===== src/rtl/wtbuf_pkg.sv =====
package wtbuf_pkg;
  typedef enum logic [1:0] {
    SZ_BYTE = 2'd0,
    SZ_HALF = 2'd1,
    SZ_WORD = 2'd2,
    SZ_DBL  = 2'd3
  } sizeE;

  // strobes from control to datapath
  typedef struct packed {
    logic capture;  // load the slot with the presented store
    logic drain;    // memory took the pending write this cycle
  } ctlT;
endpackage


===== src/rtl/wtbuf_ctrl.sv =====
module wtbuf_ctrl
  import wtbuf_pkg::*;
(
  input  logic clk,
  input  logic rstN,
  input  logic stValid,
  input  logic misaligned,
  input  logic memAck,
  output logic stReady,
  output logic pending,
  output ctlT  ctl
);
  logic fullQ;

  always_ff @(posedge clk) begin
    if (!rstN)             fullQ <= 1'b0;
    else if (ctl.capture)  fullQ <= 1'b1;
    else if (ctl.drain)    fullQ <= 1'b0;
  end

  always_comb begin
    ctl.capture = stValid && !fullQ && !misaligned;
    ctl.drain   = fullQ && memAck;
    stReady     = !fullQ;
    pending     = fullQ;
  end

  // a pending write is kept until memory acknowledges it
  a_r6_hold_pending: assert property (@(posedge clk) disable iff (!rstN)
    (pending && !memAck) |=> pending);
endmodule


===== src/rtl/wtbuf_datapath.sv =====
module wtbuf_datapath
  import wtbuf_pkg::*;
#(
  parameter int ADDR_W = 29,
  parameter int DATA_W = 64
) (
  input  logic              clk,
  input  logic              rstN,
  input  ctlT               ctl,
  input  logic              pending,
  input  logic [ADDR_W-1:0] stAddr,
  input  logic [1:0]        stSize,
  input  logic [DATA_W-1:0] stData,
  input  logic              ldValid,
  input  logic [ADDR_W-1:0] ldAddr,
  output logic              misaligned,
  output logic              ldStall,
  output logic [ADDR_W-1:0] memAddr,
  output logic [DATA_W-1:0] memData,
  output logic [DATA_W/8-1:0] memBe
);
  localparam int BYTES = DATA_W / 8;
  localparam int OFF_W = $clog2(BYTES);

  logic [OFF_W-1:0]  offset;
  logic [BYTES-1:0]  widthMask;
  logic [BYTES-1:0]  beNext;
  logic [DATA_W-1:0] laneMask;
  logic [DATA_W-1:0] shifted;
  logic [OFF_W-1:0]  alignMask;

  logic [ADDR_W-1:0] addrQ;
  logic [DATA_W-1:0] dataQ;
  logic [BYTES-1:0]  beQ;

  assign offset = stAddr[OFF_W-1:0];

  always_comb begin
    for (int i = 0; i < BYTES; i++)
      widthMask[i] = (i < (1 << stSize));
    alignMask  = OFF_W'((1 << stSize) - 1);
    misaligned = (offset & alignMask) != '0;
    beNext     = widthMask << offset;
    shifted    = stData << {offset, 3'b000};
  end

  for (genvar b = 0; b < BYTES; b++) begin : g_lane
    assign laneMask[8*b +: 8] = {8{beNext[b]}};
  end

  always_ff @(posedge clk) begin
    if (!rstN) begin
      addrQ <= '0;
      dataQ <= '0;
      beQ   <= '0;
    end else if (ctl.capture) begin
      addrQ <= stAddr;
      dataQ <= shifted & laneMask;
      beQ   <= beNext;
    end
  end

  assign ldStall = ldValid && pending &&
                   (ldAddr[ADDR_W-1:OFF_W] == addrQ[ADDR_W-1:OFF_W]);
  assign memAddr = addrQ;
  assign memData = dataQ;
  assign memBe   = beQ;
endmodule


===== src/rtl/wtbuf_top.sv =====
module wtbuf_top
  import wtbuf_pkg::*;
(
  input  logic        clk,
  input  logic        rstN,
  input  logic        stValid,
  input  logic [28:0] stAddr,
  input  logic [1:0]  stSize,
  input  logic [63:0] stData,
  output logic        stReady,
  output logic        stError,
  input  logic        ldValid,
  input  logic [28:0] ldAddr,
  output logic        ldStall,
  output logic        memReq,
  output logic [28:0] memAddr,
  output logic [63:0] memData,
  output logic [7:0]  memBe,
  input  logic        memAck
);
  ctlT  ctl;
  logic misaligned;
  logic pending;

  wtbuf_ctrl i_ctrl (
    .clk(clk), .rstN(rstN), .stValid(stValid), .misaligned(misaligned),
    .memAck(memAck), .stReady(stReady), .pending(pending), .ctl(ctl)
  );

  wtbuf_datapath #(.ADDR_W(29), .DATA_W(64)) i_dp (
    .clk(clk), .rstN(rstN), .ctl(ctl), .pending(pending),
    .stAddr(stAddr), .stSize(stSize), .stData(stData),
    .ldValid(ldValid), .ldAddr(ldAddr), .misaligned(misaligned),
    .ldStall(ldStall), .memAddr(memAddr), .memData(memData), .memBe(memBe)
  );

  assign memReq  = pending;
  assign stError = stValid && misaligned;

  // aligned store into empty slot leads to a request
  a_r2_accept_req: assert property (@(posedge clk) disable iff (!rstN)
    (stValid && stReady && !stError) |=> memReq);
  // request fields hold until acknowledged
  a_r5_req_stable: assert property (@(posedge clk) disable iff (!rstN)
    (memReq && !memAck) |=> (memReq && $stable(memAddr) && $stable(memData) && $stable(memBe)));
  // a misaligned store into an empty slot leaves it empty
  a_r7_err_dropped: assert property (@(posedge clk) disable iff (!rstN)
    (!memReq && stError) |=> !memReq);
  // enable count is a power of two while requesting
  a_r3_be_count: assert property (@(posedge clk) disable iff (!rstN)
    memReq |-> ($countones(memBe) inside {1, 2, 4, 8}));
  // a stall only happens with a pending write
  a_r8_stall_pending: assert property (@(posedge clk) disable iff (!rstN)
    ldStall |-> memReq);
endmodule


===== config.mk =====
export PLATFORM = sky130hd
export DESIGN_NAME = wtbuf_top
export DESIGN_NICKNAME = d
export VERILOG_FILES = /design/src/rtl/wtbuf_pkg.sv /design/src/rtl/wtbuf_ctrl.sv /design/src/rtl/wtbuf_datapath.sv /design/src/rtl/wtbuf_top.sv
export SDC_FILE = /design/constraint.sdc
export NUM_CORES = 1
export LEC_CHECK = 0
export BUFFER_PORTS_ARGS = -buffer_cell sky130_fd_sc_hd__buf_4
export CORE_MARGIN = 2
export CORE_UTILIZATION = 36
export CTS_BUF_LIST = sky130_fd_sc_hd__clkbuf_4 sky130_fd_sc_hd__clkbuf_8
export CTS_CLUSTER_SIZE = 12
export DETAILED_ROUTE_END_ITERATION = 12
export SETUP_SLACK_MARGIN = 0.4
export SYNTH_ARGS = -nofsm -noshare
export SYNTH_HDL_FRONTEND = slang
export SYNTH_HIERARCHICAL = 1
export SYNTH_SLANG_ARGS = --single-unit

===== constraint.sdc =====
create_clock -name clk -period 3.8 [get_ports clk]
set_input_delay 0.19 -clock clk [delete_from_list [all_inputs] [get_ports clk]]
set_output_delay 0.19 -clock clk [all_outputs]
set_load 0.03 [all_outputs]

---- Yosys cells after proc, flatten, opt, wreduce, memory -nomap -nowiden ----
Index checks and enable logic that the tools add are counted.
Widths: inputs -> output; s select.
storage, ports and cells
  register bits after elaboration ......... 102
  bits in latches ......................... 0
  RAM bits ................................ 0
  bits in read-only memories .............. 0
  bits of input ports ..................... 129
  output and inout bits ................... 105
  word-level logic and storage cells ...... 31
  memories ................................ 0
operators by class
  add/subtract/negate cells ............... 1
  multiply operators ...................... 0
  div/mod/pow operators ................... 0
  order comparisons ....................... 8
  equal/unequal tests ..................... 1
  shift operators ......................... 3
  mux-type cells .......................... 2
  bitwise gates (word level) .............. 2
  reduce and logical (&&, ||, !) cells .... 10
operator list
  kind                  count
  $lt 4x32->1 const A   4
  $and 64x64->64        1
  $lt 3x32->1 const A   2
  $shl 64x6->64         1
  $lt 1x32->1 const A   1
  $lt 2x32->1 const A   1
  $shl 1x2->32 const A  1
  $eq 26x26->1          1
  $shl 8x3->8           1
  $logic_and 1x1->1     6
  $and 3x3->3           1
  $reduce_bool 3->1     1
  $sub 3x2->3 const B   1
  $logic_not 1->1       2
  $mux 1                2
  $reduce_bool 2->1     1

---- Longest topological paths before layout ----
  word-level depth ........................ 7
  mapped depth ............................ 12
  mapped depth without buffers ............ 9

---- Cells and area by module ----
Netlist, hierarchy kept.
by module, submodules not included
  module          times used  cells each  area an instance (um2)  seq. area each (um2)
  wtbuf_datapath  1           636         5896.9                  2021.9
  wtbuf_ctrl      1           6           57.6                    20.0
  wtbuf_top       1           1           6.3                     0.0

---- Worst setup path after synthesis ----
No wires, ideal clock.
  path type ............................... input -> register
  from .................................... in stSize[1]
  to ...................................... reg i_dp.dataQ[10], in the netlist i_dp/memData[10]
  setup time .............................. 0.066 ns
  arrival time ............................ 2.255 ns
  required time ........................... 3.734 ns
  setup slack ............................. 1.479 ns
  stages .................................. 11
  path buffers ............................ 3
  cell sequence ........................... buf_2 -> or2_2 -> ha_1 -> o221ai_1 -> nor3b_2 -> buf_2 -> nand2b_4 -> buf_6 -> a311oi_4 -> a22oi_1 -> nor2_1
RTL lines
  item                  line                  RTL
  start, declared       wtbuf_top.sv:8        input logic [1:0] stSize,
  end signal, assigned  wtbuf_datapath.sv:58  dataQ <= shifted & laneMask;
  end, declared         wtbuf_datapath.sv:33  logic [DATA_W-1:0] dataQ;

==> impl_metrics.py <==
metrics = {
    "run_status": {
        "outcome": "finished clean",
    },
    "sta": {
        "hold_viol": 0,
        "report.final.slew_viol_count": 0,
        "setup_tns_ns": 0,
        "layout_setup_ws_ns": 1.33,
        "skew_ns": 0.0141,
        "max_slew.worst_pin.slew_ns": 0.856,
        "period_minus_slack_ns": 2.47,
        "relSlewSlack": 0.429,
        "finalSetupViolations": 0,
        "layout_worst_path_cycle_share": 0.649,
        "fmax_ghz": 0.405,
        "rsz0062_at_grt": "false",
    },
    "setup_path": {
        "start_kind": "input pin",
        "rr_startpoint": "i_ctrl/pending$_SDFFE_PN0P_",
        "critPathKind": "input pin to register",
        "cp_data_required_time_ns": 4.12,
        "endpoint_kind": "register",
        "cp_max_fo": 13,
        "critPathArrivalTime_ns": 2.79,
        "crit_start": "stSize[1]",
    },
    "clock_tree": {
        "cts_buffers": 9,
        "cts_tree": "yes",
        "postCtsHoldBufs": 0,
        "cts-root-buf": "clkbuf_8",
        "cts_setup_buffers": 0,
        "cts_max_level": 3,
        "clk_path_buf_depth": 2,
        "cts.sinks": 102,
        "clock_latency_ns": 0.38,
        "clk_pin_slew_ns": 0.10,
        "cts-resized-gates": 0,
    },
    "power_and_ir_drop": {
        "power_leakage_nw": 3.38,
        "peakVddDrop_mv": 0.157,
        "powerDensity_nw_per_um2": 319,
    },
    "floorplan": {
        "pin_count": 234,
        "initial_core_util": 0.364,
        "die_area_sq_um": 17600,
        "row_count": 47,
        "die_h_um": 133,
        "die_x_um": 133,
        "core_sq_um": 16300,
    },
    "cells_and_area": {
        "nets": 972,
        "diodes": 0,
        "drive_gt1_frac": 0.372,
        "area_delta_synth_final_pct": 32.5,
    },
    "detailed_routing": {
        "drt_iter0_drc": 415,
        "drc": 0,
        "ant_nets": 0,
        "drt_pre_antenna_iters": 5,
        "viasPerCell": 5.46,
        "routed_wl_um": 20700,
        "post_drt_wl_per_cell_um": 19.5,
        "vias": 5812,
    },
    "placement": {
        "globalplace.congestion": 0.908,
        "place_worst_setup_slack_ns": 0.882,
        "dp_hpwl_um": 15700,
        "port_buffers": 230,
    },
    "global_routing": {
        "grt_pass1_vias": 5736,
        "grt_max_degree": 65,
        "grt_pass1_wl_um": 31600,
        "gr-usage-all-layers": 0.229,
        "antenna_found_initial": 0,
        "grt_overflow": 0,
    },
    "synthesis": {
        "yosys_warnings": 6,
        "synthesis.area_sq_um": 5950,
        "synthesis.instances": 642,
        "syn_nets": 773,
        "avgSynthCellArea_sq_um": 9.27,
    },
    "flow_run": {
        "maxCapViolations": 0,
    },
    "worst_hold_path": {
        "hp-class": "input pin to register",
        "hold_start": "stAddr[27]",
    },
}
## final cells by class
| class | instances | area (sq um) |
|---|---|---|
| clock buffer | 10 | 131 |
| clock inverter | 4 | 56.3 |
| fill | 1616 | 8460 |
| inverter | 9 | 33.8 |
| multi-input combinational | 482 | 3570 |
| sequential | 102 | 2040 |
| tap | 220 | 275 |
| timing repair buffer | 237 | 1780 |
## metal layers
| layer | routed length (um) | GRT usage | part of all wire |
|---|---|---|---|
| met1 | 8280 | 0.279 | 0.40 |
| met2 | 10000 | 0.388 | 0.48 |
| met3 | 1780 | 0.0529 | 0.086 |
| met4 | 626 | 0.0992 | 0.030 |
| met5 | 0 | 0 | 0 |
## report_power, final
group          leakage (nW)  switching (mW)  internal [mW]  total, mW
registers             0.826          0.0290           1.11       1.13
logic                  2.45           0.376          0.300      0.677
clock network        0.0966           0.397          0.311      0.708
total                  3.38           0.802           1.72       2.52
## flip-flops by register name, indices dropped and copies added (netlist names)
signal          flops
i_ctrl/pending      1
i_dp/memData       64
i_dp/memBe          8
i_dp/memAddr       29
## placed cells by master, fill, tap and decap left out, drive strengths merged, types with 5 or more instances in the layout
master / n
nor2: 82
mux4: 10
inv: 11
xor2: 18
o21ai: 35
o21a: 16
a22oi: 31
xnor2: 8
a21oi: 20
nand2b: 17
o221ai: 8
clkbuf: 10
nor4: 7
mux2i: 64
nor3: 5
nor2b: 11
nand2: 52
mux2: 33
o2bb2ai: 8
buf: 237
dfxtp: 102
o32a: 12
a211oi: 10
## path summary, 6_finish.rpt
| check | slack [ns] | cells after the start | endpoint |
|---|---|---|---|
| max | 1.33 | 9 | i_dp/memData[17]$_SDFFE_PN0P_ |
| min | 0.03 | 3 | i_dp/memAddr[27]$_SDFFE_PN0P_ |
| max reg2reg | 1.73 | 5 | i_dp/memData[17]$_SDFFE_PN0P_ |
| min reg2reg | 0.46 | 2 | i_dp/memData[36]$_SDFFE_PN0P_ |
## worst max-delay path, cell delays in order
cell	delay, ns
buf_4	0.16
or2_2	0.32
ha_1	0.27
o221ai_1	0.20
nor3b_4	0.51
nand2b_4	0.22
a2111oi_4	0.62
a22oi_1	0.14
nor2_1	0.13
## per-stage QoR
step	cells	power [mW]	utilization	hold slack [ns]	cell area [sq um]
2_1_floorplan	642	1.57	-	0.308	5950
3_3_place_gp	1050	1.82	0.471	0.423	7700
3_5_place_dp	1050	1.83	0.471	0.435	7700
4_1_cts	1064	2.54	0.482	0.0119	7890
5_1_grt	1064	2.63	0.482	0.0177	7890
6_report	1064	2.52	0.482	0.0330	7890
Power figures use the tool's default switching activity.
